[config.mk]
export PLATFORM = sky130hd
export DESIGN_NAME = scalar_load_unit
export DESIGN_NICKNAME = d
export VERILOG_FILES = /design/src/rtl/slu_pkg.sv /design/src/rtl/slu_regfile.sv /design/src/rtl/slu_issue_decode.sv /design/src/rtl/slu_req_engine.sv /design/src/rtl/slu_desc_fifo.sv /design/src/rtl/scalar_load_unit.sv
export SDC_FILE = /design/constraint.sdc
export NUM_CORES = 2
export LEC_CHECK = 0
export CELL_PAD_IN_SITES_DETAIL_PLACEMENT = 1
export CELL_PAD_IN_SITES_GLOBAL_PLACEMENT = 2
export CORE_MARGIN = 5
export CORE_UTILIZATION = 43
export DETAILED_ROUTE_END_ITERATION = 8
export HOLD_SLACK_MARGIN = 0.02
export PLACE_DENSITY = 0.88
export SLEW_MARGIN = 20
export SYNTH_ARGS = -nofsm -noshare
export SYNTH_HDL_FRONTEND = slang
export SYNTH_SLANG_ARGS = --single-unit
[constraint.sdc]
create_clock -name clk -period 8.19 [get_ports clk]
set_input_delay 2.457 -clock clk [delete_from_list [all_inputs] [get_ports clk]]
set_output_delay 2.457 -clock clk [all_outputs]
set_load 0.02 [all_outputs]
[src/rtl/slu_pkg.sv]
// Shared constants, types and helpers for the scalar load unit.
// Assumes the size code is 3 bits wide and codes above 4 are illegal.
package slu_pkg;
    localparam int unsigned SLU_SIZEW    = 3;
    localparam int unsigned SLU_MAX_CODE = 4;

    typedef enum logic {
        REQ_IDLE = 1'b0,
        REQ_SEND = 1'b1
    } req_state_e;

    function automatic logic size_code_ok(input logic [SLU_SIZEW-1:0] code);
        return code <= SLU_SIZEW'(SLU_MAX_CODE);
    endfunction
endpackage

[src/rtl/slu_regfile.sv]
// Scalar register file: NRD combinational read ports and two write ports.
// Port A (load write-back) wins over port B (external) on the same index.
// Assumes NREG is a power of two.
module slu_regfile #(
    parameter int unsigned NREG  = 32,
    parameter int unsigned DATAW = 32,
    parameter int unsigned NRD   = 4,
    localparam int unsigned IDXW = $clog2(NREG)
) (
    input  logic                      clk,
    input  logic                      rst_n,
    input  logic                      we_a,
    input  logic [IDXW-1:0]           waddr_a,
    input  logic [DATAW-1:0]          wdata_a,
    input  logic                      we_b,
    input  logic [IDXW-1:0]           waddr_b,
    input  logic [DATAW-1:0]          wdata_b,
    input  logic [NRD-1:0][IDXW-1:0]  raddr,
    output logic [NRD-1:0][DATAW-1:0] rdata
);
    logic [DATAW-1:0] regs_q [NREG];

    // Register storage: reset to zero, external write first, load write last.
    always_ff @(posedge clk) begin
        if (!rst_n) begin
            for (int i = 0; i < int'(NREG); i++) regs_q[i] <= '0;
        end else begin
            if (we_b) regs_q[waddr_b] <= wdata_b;
            if (we_a) regs_q[waddr_a] <= wdata_a;
        end
    end

    // One combinational read path per port.
    for (genvar p = 0; p < int'(NRD); p++) begin : g_rd
        assign rdata[p] = regs_q[raddr[p]];
    end
endmodule

[src/rtl/slu_issue_decode.sv]
// Combinational issue decode: forms the 64-bit byte address and the word
// count, and checks size code, base pair parity and destination alignment.
// Assumes ADDRW == 2*DATAW and that NREG is at least the largest word count.
module slu_issue_decode
    import slu_pkg::*;
#(
    parameter int unsigned ADDRW = 64,
    parameter int unsigned DATAW = 32,
    parameter int unsigned IMMW  = 21,
    parameter int unsigned IDXW  = 5,
    parameter int unsigned WCW   = 5
) (
    input  logic [DATAW-1:0]     base_lo,
    input  logic [DATAW-1:0]     base_hi,
    input  logic [DATAW-1:0]     off_val,
    input  logic                 off_null,
    input  logic [IMMW-1:0]      imm,
    input  logic [SLU_SIZEW-1:0] size,
    input  logic [IDXW-1:0]      dst,
    input  logic [IDXW-1:0]      base_idx,
    output logic [ADDRW-1:0]     addr,
    output logic [WCW-1:0]       nwords,
    output logic                 legal
);
    logic [ADDRW-1:0] off_term;
    logic [ADDRW-1:0] imm_term;
    logic [IDXW-1:0]  align_mask;

    // Sum of base pair, optional offset register and sign-extended immediate.
    always_comb begin
        off_term = off_null ? '0 : ADDRW'(off_val);
        imm_term = {{(ADDRW-IMMW){imm[IMMW-1]}}, imm};
        addr     = {base_hi, base_lo} + off_term + imm_term;
    end

    // Word count and legality of the operand combination.
    always_comb begin
        nwords     = size_code_ok(size) ? (WCW'(1) << size) : WCW'(1);
        align_mask = IDXW'(nwords - WCW'(1));
        legal      = size_code_ok(size) && !base_idx[0] && ((dst & align_mask) == '0);
    end
endmodule

[src/rtl/slu_req_engine.sv]
// Read request sequencer: after start, issues nwords word reads at
// consecutive 4-byte addresses, one per valid/ready handshake.
// Assumes start only arrives while busy is low.
module slu_req_engine
    import slu_pkg::*;
#(
    parameter int unsigned ADDRW = 64,
    parameter int unsigned WCW   = 5
) (
    input  logic             clk,
    input  logic             rst_n,
    input  logic             start,
    input  logic [ADDRW-1:0] start_addr,
    input  logic [WCW-1:0]   start_words,
    output logic             busy,
    output logic             mem_req_valid,
    input  logic             mem_req_ready,
    output logic [ADDRW-1:0] mem_req_addr
);
    req_state_e       state_q;
    logic [ADDRW-1:0] addr_q;
    logic [WCW-1:0]   left_q;

    // Request state, current address and words remaining.
    always_ff @(posedge clk) begin
        if (!rst_n) begin
            state_q <= REQ_IDLE;
            addr_q  <= '0;
            left_q  <= '0;
        end else if (state_q == REQ_IDLE) begin
            if (start) begin
                state_q <= REQ_SEND;
                addr_q  <= start_addr;
                left_q  <= start_words;
            end
        end else if (mem_req_ready) begin
            addr_q <= addr_q + ADDRW'(4);
            left_q <= left_q - WCW'(1);
            if (left_q == WCW'(1)) state_q <= REQ_IDLE;
        end
    end

    // Port outputs come straight from state.
    assign busy          = (state_q == REQ_SEND);
    assign mem_req_valid = busy;
    assign mem_req_addr  = addr_q;
endmodule

[src/rtl/slu_desc_fifo.sv]
// Descriptor queue between request and write-back sides, first in first out.
// Assumes DEPTH is a power of two and no push when full or pop when empty.
module slu_desc_fifo #(
    parameter int unsigned W     = 10,
    parameter int unsigned DEPTH = 4,
    localparam int unsigned PW   = $clog2(DEPTH)
) (
    input  logic         clk,
    input  logic         rst_n,
    input  logic         push,
    input  logic [W-1:0] push_data,
    input  logic         pop,
    output logic [W-1:0] head,
    output logic         full,
    output logic         empty
);
    logic [W-1:0] mem_q [DEPTH];
    logic [PW:0]  wr_q, rd_q;

    // Pointer update with one wrap bit to tell full from empty.
    always_ff @(posedge clk) begin
        if (!rst_n) begin
            wr_q <= '0;
            rd_q <= '0;
        end else begin
            if (push) wr_q <= wr_q + 1'b1;
            if (pop)  rd_q <= rd_q + 1'b1;
        end
    end

    // Entry storage, written at the tail.
    always_ff @(posedge clk) begin
        if (push) mem_q[wr_q[PW-1:0]] <= push_data;
    end

    assign head  = mem_q[rd_q[PW-1:0]];
    assign empty = (wr_q == rd_q);
    assign full  = (wr_q[PW-1:0] == rd_q[PW-1:0]) && (wr_q[PW] != rd_q[PW]);
endmodule

[src/rtl/scalar_load_unit.sv]
// Scalar load unit top: decodes a load at acceptance, sequences word reads,
// writes in-order responses to consecutive registers and counts loads in
// flight for a wait/stall comparison. Assumes memory answers in order and
// never returns more words than were requested.
module scalar_load_unit
    import slu_pkg::*;
#(
    parameter int unsigned NREG  = 32,
    parameter int unsigned DATAW = 32,
    parameter int unsigned ADDRW = 64,
    parameter int unsigned IMMW  = 21,
    parameter int unsigned QDEPTH = 4,
    parameter int unsigned CNTW  = 6,
    localparam int unsigned IDXW = $clog2(NREG),
    localparam int unsigned SELW = IDXW + 1,
    localparam int unsigned WCW  = SLU_MAX_CODE + 1,
    localparam int unsigned DW   = IDXW + WCW
) (
    input  logic                 clk,
    input  logic                 rst_n,
    input  logic                 issue_valid,
    output logic                 issue_ready,
    input  logic [IDXW-1:0]      issue_dst,
    input  logic [IDXW-1:0]      issue_base,
    input  logic [SELW-1:0]      issue_off_sel,
    input  logic [IMMW-1:0]      issue_imm,
    input  logic [SLU_SIZEW-1:0] issue_size,
    output logic                 issue_err,
    output logic                 mem_req_valid,
    input  logic                 mem_req_ready,
    output logic [ADDRW-1:0]     mem_req_addr,
    input  logic                 mem_rsp_valid,
    input  logic [DATAW-1:0]     mem_rsp_data,
    input  logic                 wait_valid,
    input  logic [CNTW-1:0]      wait_cnt,
    output logic                 stall,
    input  logic                 ext_we,
    input  logic [IDXW-1:0]      ext_addr,
    input  logic [DATAW-1:0]     ext_data,
    input  logic [IDXW-1:0]      obs_addr,
    output logic [DATAW-1:0]     obs_data
);
    localparam int unsigned NRD = 4;

    logic [NRD-1:0][IDXW-1:0]  rd_addr;
    logic [NRD-1:0][DATAW-1:0] rd_data;
    logic [ADDRW-1:0] dec_addr;
    logic [WCW-1:0]   dec_words;
    logic             dec_legal;
    logic             accept, start, req_busy;
    logic             q_full, q_empty, q_pop;
    logic [DW-1:0]    q_head;
    logic [IDXW-1:0]  head_dst;
    logic [WCW-1:0]   head_words;
    logic [WCW-1:0]   wb_idx_q;
    logic             wb_last, wb_we;
    logic [IDXW-1:0]  wb_addr;
    logic [CNTW-1:0]  outst_q;

    // Register file read port assignment: base pair, offset, observation.
    always_comb begin
        rd_addr[0] = issue_base;
        rd_addr[1] = issue_base | IDXW'(1);
        rd_addr[2] = issue_off_sel[IDXW-1:0];
        rd_addr[3] = obs_addr;
    end

    slu_regfile #(.NREG(NREG), .DATAW(DATAW), .NRD(NRD)) u_rf (
        .clk(clk), .rst_n(rst_n),
        .we_a(wb_we), .waddr_a(wb_addr), .wdata_a(mem_rsp_data),
        .we_b(ext_we), .waddr_b(ext_addr), .wdata_b(ext_data),
        .raddr(rd_addr), .rdata(rd_data)
    );

    slu_issue_decode #(.ADDRW(ADDRW), .DATAW(DATAW), .IMMW(IMMW), .IDXW(IDXW), .WCW(WCW)) u_dec (
        .base_lo(rd_data[0]), .base_hi(rd_data[1]), .off_val(rd_data[2]),
        .off_null(issue_off_sel[SELW-1]), .imm(issue_imm), .size(issue_size),
        .dst(issue_dst), .base_idx(issue_base),
        .addr(dec_addr), .nwords(dec_words), .legal(dec_legal)
    );

    // Acceptance: only with the request side idle and queue room.
    assign issue_ready = !req_busy && !q_full;
    assign accept      = issue_valid && issue_ready;
    assign start       = accept && dec_legal;

    slu_req_engine #(.ADDRW(ADDRW), .WCW(WCW)) u_req (
        .clk(clk), .rst_n(rst_n), .start(start), .start_addr(dec_addr),
        .start_words(dec_words), .busy(req_busy), .mem_req_valid(mem_req_valid),
        .mem_req_ready(mem_req_ready), .mem_req_addr(mem_req_addr)
    );

    slu_desc_fifo #(.W(DW), .DEPTH(QDEPTH)) u_q (
        .clk(clk), .rst_n(rst_n), .push(start), .push_data({issue_dst, dec_words}),
        .pop(q_pop), .head(q_head), .full(q_full), .empty(q_empty)
    );

    // Write-back target for the current response word.
    always_comb begin
        {head_dst, head_words} = q_head;
        wb_we   = mem_rsp_valid && !q_empty;
        wb_addr = head_dst + IDXW'(wb_idx_q);
        wb_last = (wb_idx_q == head_words - WCW'(1));
        q_pop   = wb_we && wb_last;
    end

    // Word index within the oldest unfinished load.
    always_ff @(posedge clk) begin
        if (!rst_n)      wb_idx_q <= '0;
        else if (q_pop)  wb_idx_q <= '0;
        else if (wb_we)  wb_idx_q <= wb_idx_q + WCW'(1);
    end

    // Outstanding-load counter: up on legal issue, down on final write.
    always_ff @(posedge clk) begin
        if (!rst_n) outst_q <= '0;
        else        outst_q <= outst_q + CNTW'(start) - CNTW'(q_pop);
    end

    // Rejection pulse, one cycle after an illegal load is accepted.
    always_ff @(posedge clk) begin
        if (!rst_n) issue_err <= 1'b0;
        else        issue_err <= accept && !dec_legal;
    end

    assign stall    = wait_valid && (outst_q > wait_cnt);
    assign obs_data = rd_data[3];
endmodule

==> Yosys cells after proc, flatten, opt, wreduce, memory -nomap -nowiden <==
Memories as Yosys holds them, arrays and structs flattened. A register that Yosys moved wholly into a read port is not among the register bits.
Index checks and enable logic that the tools add are counted.
{ "op_classes": {"add_sub_neg": 12, "magnitude_cmp": 2, "n_eq_ne": 6, "shifts": 1, "muxes": 28, "bitwise": 2, "reduce_logical": 21} }
{ "ops": {"columns": ["operator", "count"], "rows": [
  ["2-to-1 mux 64 bit", 3],
  ["adder 64 bit", 2],
  ["2-to-1 mux 32 bit", 3],
  ["adder 64 x 3 -> 64 bit, second input constant", 1],
  ["OR reduction 32 bit", 2],
  ["2-to-1 mux 5 bit", 6],
  ["subtractor 5 x 1 -> 5 bit, second input constant", 3],
  ["2-to-1 mux 1 bit", 14],
  ["logical AND 1 bit", 10],
  ["adder 3 x 1 -> 3 bit, second input constant", 2],
  ["adder 6 x 1 -> 6 bit", 1],
  ["> comparator 6 bit", 1],
  ["subtractor 6 x 1 -> 6 bit", 1],
  ["adder 5 x 1 -> 5 bit, second input constant", 1],
  ["adder 5 bit", 1],
  ["bitwise AND 5 bit", 1],
  ["== test 5 x 1 -> 1 bit, second input constant", 1],
  ["== test 5 bit", 1],
  ["zero test 1 bit", 5],
  ["zero test 5 bit", 1],
  ["left shift 1 x 3 -> 5 bit, first input constant", 1],
  ["2-to-1 mux 2 bit", 2],
  ["== test 3 bit", 1],
  ["<= comparator 3 bit, second input constant", 1],
  ["7 further kinds", 7]
]} }
{ "totals": {"regBits": 88, "mem_bits_rw": 1064, "in_bits": 127, "output_inout_bits": 100, "wordCells": 82, "n_memories": 2} }
{ "mem_list": {"columns": ["name", "depth", "word_bits", "rd", "rd_ports_with_merged_regs", "wr", "line_no", "source"], "rows": [
  ["u_rf.regs_q", 32, 32, 4, 0, 32, "slu_regfile.sv:21", "logic [DATAW-1:0] regs_q [NREG];"],
  ["u_q.mem_q", 4, 10, 1, 1, 1, "slu_desc_fifo.sv:17", "logic [W-1:0] mem_q [DEPTH];"]
]} }

==> Longest topological paths before layout <==
{ "depth": {"depth_word": 9, "mapped_depth": 23} }

==> Hierarchy <==
Synthesis repeated with hierarchy kept, for this count alone.
{ "unflattened": {"cells_unflattened": 8740, "area_unflattened_um2": 90541.8} }
{ "modules_own_cells": {"columns": ["module", "n_inst", "cells_each", "area_per_inst_um2"], "rows": [
  ["slu_regfile", 1, 7234, 77618.2],
  ["slu_issue_decode", 1, 643, 5038.6],
  ["slu_req_engine", 1, 635, 4913.5],
  ["slu_desc_fifo", 1, 93, 1846.8],
  ["scalar_load_unit", 1, 135, 1124.8]
]} }

==> Worst setup path after synthesis <==
No wires, ideal clock.
{ "synth_path": {"path_type": "in2reg", "start": "in issue_base[1]", "end": "reg u_req.addr_q[51] (netlist: u_req.mem_req_addr[51])", "setup_time_ns": 0.086, "arrival_time_ns": 7.639, "required_time_ns": 8.104, "path_slack_ns": 0.466, "stages": 22, "path_buffers": 4, "path_cell_list": "clkbuf_1 -> clkbuf_1 -> buf_2 -> buf_2 -> mux4_2 -> mux2_2 -> o211ai_1 -> o21ai_0 -> fa_1 -> ha_1 -> inv_1 -> fa_1 -> nor2b_1 -> o2111ai_1 -> a21oi_2 -> o21ai_2 -> o31ai_4 -> a21oi_4 -> o21ai_0 -> a211oi_1 -> a31o_2 -> a211oi_1"} }
{ "synth_between": {"elab_chain_len": 5} }
{ "synth_rtl": {"columns": ["item", "line_no", "source"], "rows": [
  ["start: declaration", "scalar_load_unit.sv:24", "input logic [IDXW-1:0] issue_base,"],
  ["memory (32 x 32 bit)", null, null],
  ["adder 64 bit (2 in a row)", "slu_issue_decode.sv:33", "addr = {base_hi, base_lo} + off_term + imm_term;"],
  ["2-to-1 mux 64 bit", "slu_req_engine.sv:31", "if (start) begin"],
  ["2-to-1 mux 64 bit", "slu_req_engine.sv:30", "end else if (state_q == REQ_IDLE) begin"],
  ["end signal: assignment", "slu_req_engine.sv:33", "addr_q <= start_addr;"],
  ["end signal: assignment", "slu_req_engine.sv:37", "addr_q <= addr_q + ADDRW'(4);"],
  ["end: declaration", "slu_req_engine.sv:21", "logic [ADDRW-1:0] addr_q;"]
]} }
No other way between the ends. The select of a mux whose other input is x is not followed.
A chain may end at the register's enable or synchronous reset.

==> Worst setup path in the final report <==
{ "layout_path": {"start": "in obs_addr[1]", "end": "out obs_data[15]"} }
{ "layout_between": {"elab_chain_len": 1} }
{ "layout_rtl": {"columns": ["item", "line_no", "source"], "rows": [
  ["start: declaration", "scalar_load_unit.sv:40", "input logic [IDXW-1:0] obs_addr,"],
  ["memory (32 x 32 bit)", null, null],
  ["end: declaration", "scalar_load_unit.sv:41", "output logic [DATAW-1:0] obs_data"]
]} }
No other way between the ends.

==> run summary <==
Startpoint Class = input port
gr ovfl total = 0
Netlist Area Pre-Place = 82600 um^2
Worst R2R Path Depth = 11
crit path to = obs_data[15]
post-synth top area cell = edfxtp_1
Worst Path Arrival = 5.33 ns
Power Dens Cells = 184 nW/um^2
largest net degree at the start of global routing = 78
vias in the first global route = 74400
Worst R2R Setup Slack = 2.06 ns
clock tree buffer depth = 3
post-route cell area = 93700 um^2
cts hold-fix bufs = 0
FF+latch count, synth = 1154
Post-synth EDFFs = 1064
crit path from = obs_addr[1]
Pins Over Slew Limit = 0
TritonCTS clock tree = built
slew margin rel. = 16.3%
WHS = 0.497 ns
top cell type's share of synthesized area = 38.7%
Final Setup Violations = 0
dpl cells = 10100
max_cap viols = 0
FMAX = 0.128 GHz
CTS buffer count = 140
setup bufs post-CTS = 0
DRC Markers = 0
RSZ-0062 raised after global routing = false
Synth Instances = 7783
IO Count = 227
Setup CP Type = input port to output port
ranking of synthesized cells by area = edfxtp_1 (39%), mux4_2 (25%), nand2_1 (10%)
Fillers = 20200
CP Max Fanout = 21
Unique masters post-synth = 79
Hold Crit Class = flip-flop to flip-flop
Synth warnings = 0
Async SR Flop Fraction = 0%
first-pass GRT wire length = 560 mm
Placed Instance Area = 89100 um^2
clk slew on worst S/H paths = 0.06 ns
post-route insts no fill = 10300
clock sinks = 1154
maximum vdd ir drop = 0.219 mV
Worst Skew = 0.0459 ns
Leakage = 31.1 nW
htree depth = 4
Total GRT Usage = 39.3%
DP HPWL = 257 mm
area grow syn2layout = 13.4%
top-count cell post-synth = nand2_1
CP required = 5.73 ns
Core Box Area = 191000 um^2
final RePlAce weighted congestion = 0.982
routed vias = 74400
min Tclk post-route = 7.79 ns
Worst R2R End = u_rf.regs_q[21][15]$_DFFE_PP_
Least-Margin Pin Slew = 1.25 ns
DRT antenna net count = 0
share of layout cells above drive strength 1 = 22.7%
antenna violations before repair = 35
top cells by count, synth = nand2_1 (2238), o21ai_0 (1160), edfxtp_1 (1064), mux4_2 (915), clkbuf_1 (702)
Setup TNS = 0 ns
Crit. End Element = output port
drt initial violations = 11200
row cnt = 160
starting density of the core = 43.3%
Die ar. = 201000 um^2
status = completed
die span in x = 448 um
Root Buffer = clkbuf_16
final WL = 402 mm
Post-CTS Resized = 0
first drt pass iteration count = 6
final hold vios = 0
port bufs = 226
total power = 17.2 mW
Vias/cell = 7.19
Synthesized Nets = 8067
Worst-Skew Late Latency = 0.83 ns
DR WL/cell = 38.8 um
nets = 7986
die height = 448 um
ys flop type = edfxtp_1
final worst-path cycle share = 95.1%
register area share after synthesis = 40.9%
Syn Area/Cell = 10.6 um^2
flip-flops by register name, indices dropped and copies added, names as in the netlist, named ones only:
register,cells
u_rf.regs_q,1024
u_req.mem_req_addr,64
u_q.mem_q,40
outst_q,6
u_req.left_q,5
wb_idx_q,5
u_q.rd_q,3
u_q.wr_q,3
issue_err,1
u_req.busy,1
report_power, final:
group	switching, mW	internal [mW]	leakage, nW
combinational	2.35	1.52	17.1
sequential	0.212	6.64	11.8
clock	2.81	3.67	2.24
worst max-delay path, cell delays in order:
cell             delay [ns]
buf_8                  0.26
buf_12                 0.27
mux4_2                 0.55
mux4_2                 0.59
mux2_2                 0.50
clkdlybuf4s50_1        0.62
metal layers:
layer	up-vias	global-route usage [%]	routed length, um
met5	-	0	189
met4	30	27.3	34600
met3	1799	14.6	58300
met2	6370	58.0	172000
met1	37500	47.8	136000
li1	28700	-	-
logic make-up after synthesis:
logic type / count (synthesis) / share of synthesized area [%]
flops: 1154 / 40.9
simple gates: 2738 / 13.2
buf+inv: 922 / 4.27
xor+xnor: 88 / 0.933
fa+ha+maj: 157 / 2.70
mux: 1115 / 27.5
compound gates: 1609 / 10.6
metrics by stage:
stage | setup slack (ns) | utilization, %
global route | 0.386 | 49.1
floorplan | 0.466 | -
detailed placement | 0.0115 | 46.8
global placement | 0.140 | 46.8
CTS | 0.427 | 49.1
finish | 0.400 | 49.2
cell type report:
cell class / count / area [um^2] / share of cell area [%]
multi-input cells: 5707 / 45800 / 48.9
repair buffers: 627 / 6050 / 6.46
flip-flops and latches: 1154 / 33800 / 36.0
diodes: 23 / 57.6 / 0.0614
inverters: 72 / 270 / 0.289
clock buffers: 173 / 3740 / 3.99
well taps: 2511 / 3140 / 3.35
clock inverters: 78 / 818 / 0.874
worst min path at each step:
stage | to | cells after the start | start
final | u_req.mem_req_addr[1]$_SDFFE_PN0P_ | 2 | u_req.mem_req_addr[1]$_SDFFE_PN0P_
after global routing | u_req.mem_req_addr[1]$_SDFFE_PN0P_ | 2 | u_req.mem_req_addr[1]$_SDFFE_PN0P_
after CTS | u_req.mem_req_addr[1]$_SDFFE_PN0P_ | 2 | u_req.mem_req_addr[1]$_SDFFE_PN0P_
after detailed placement | u_req.mem_req_addr[1]$_SDFFE_PN0P_ | 2 | u_req.mem_req_addr[1]$_SDFFE_PN0P_
after global placement | u_req.mem_req_addr[0]$_SDFFE_PN0P_ | 2 | u_req.mem_req_addr[0]$_SDFFE_PN0P_
after floorplan | u_req.left_q[0]$_SDFFE_PN0P_ | 2 | u_req.left_q[0]$_SDFFE_PN0P_
layout by cell type, fill, tap and decap left out, drive strengths merged, types with 14 or more instances in the layout:
cell and instances:
inv 82, mux4 915, and2 17, clkbuf 174
mux2 83, nand4 39, xnor2 51, diode 23
xor2 37, nor3 38, o21bai 15, mux2i 117
nand2 2238, a21boi 14, edfxtp 1064, or3 44
a211oi 15, clkdlybuf4s50 187, a21oi 230, ha 122
nor2 244, o21ai 1162, a21o 40, dfxtp 90
a31oi 19, nand3 46, fa 35, and3 16
clkinv 53, buf 439, o211ai 40
Power figures use the tool's default switching activity.
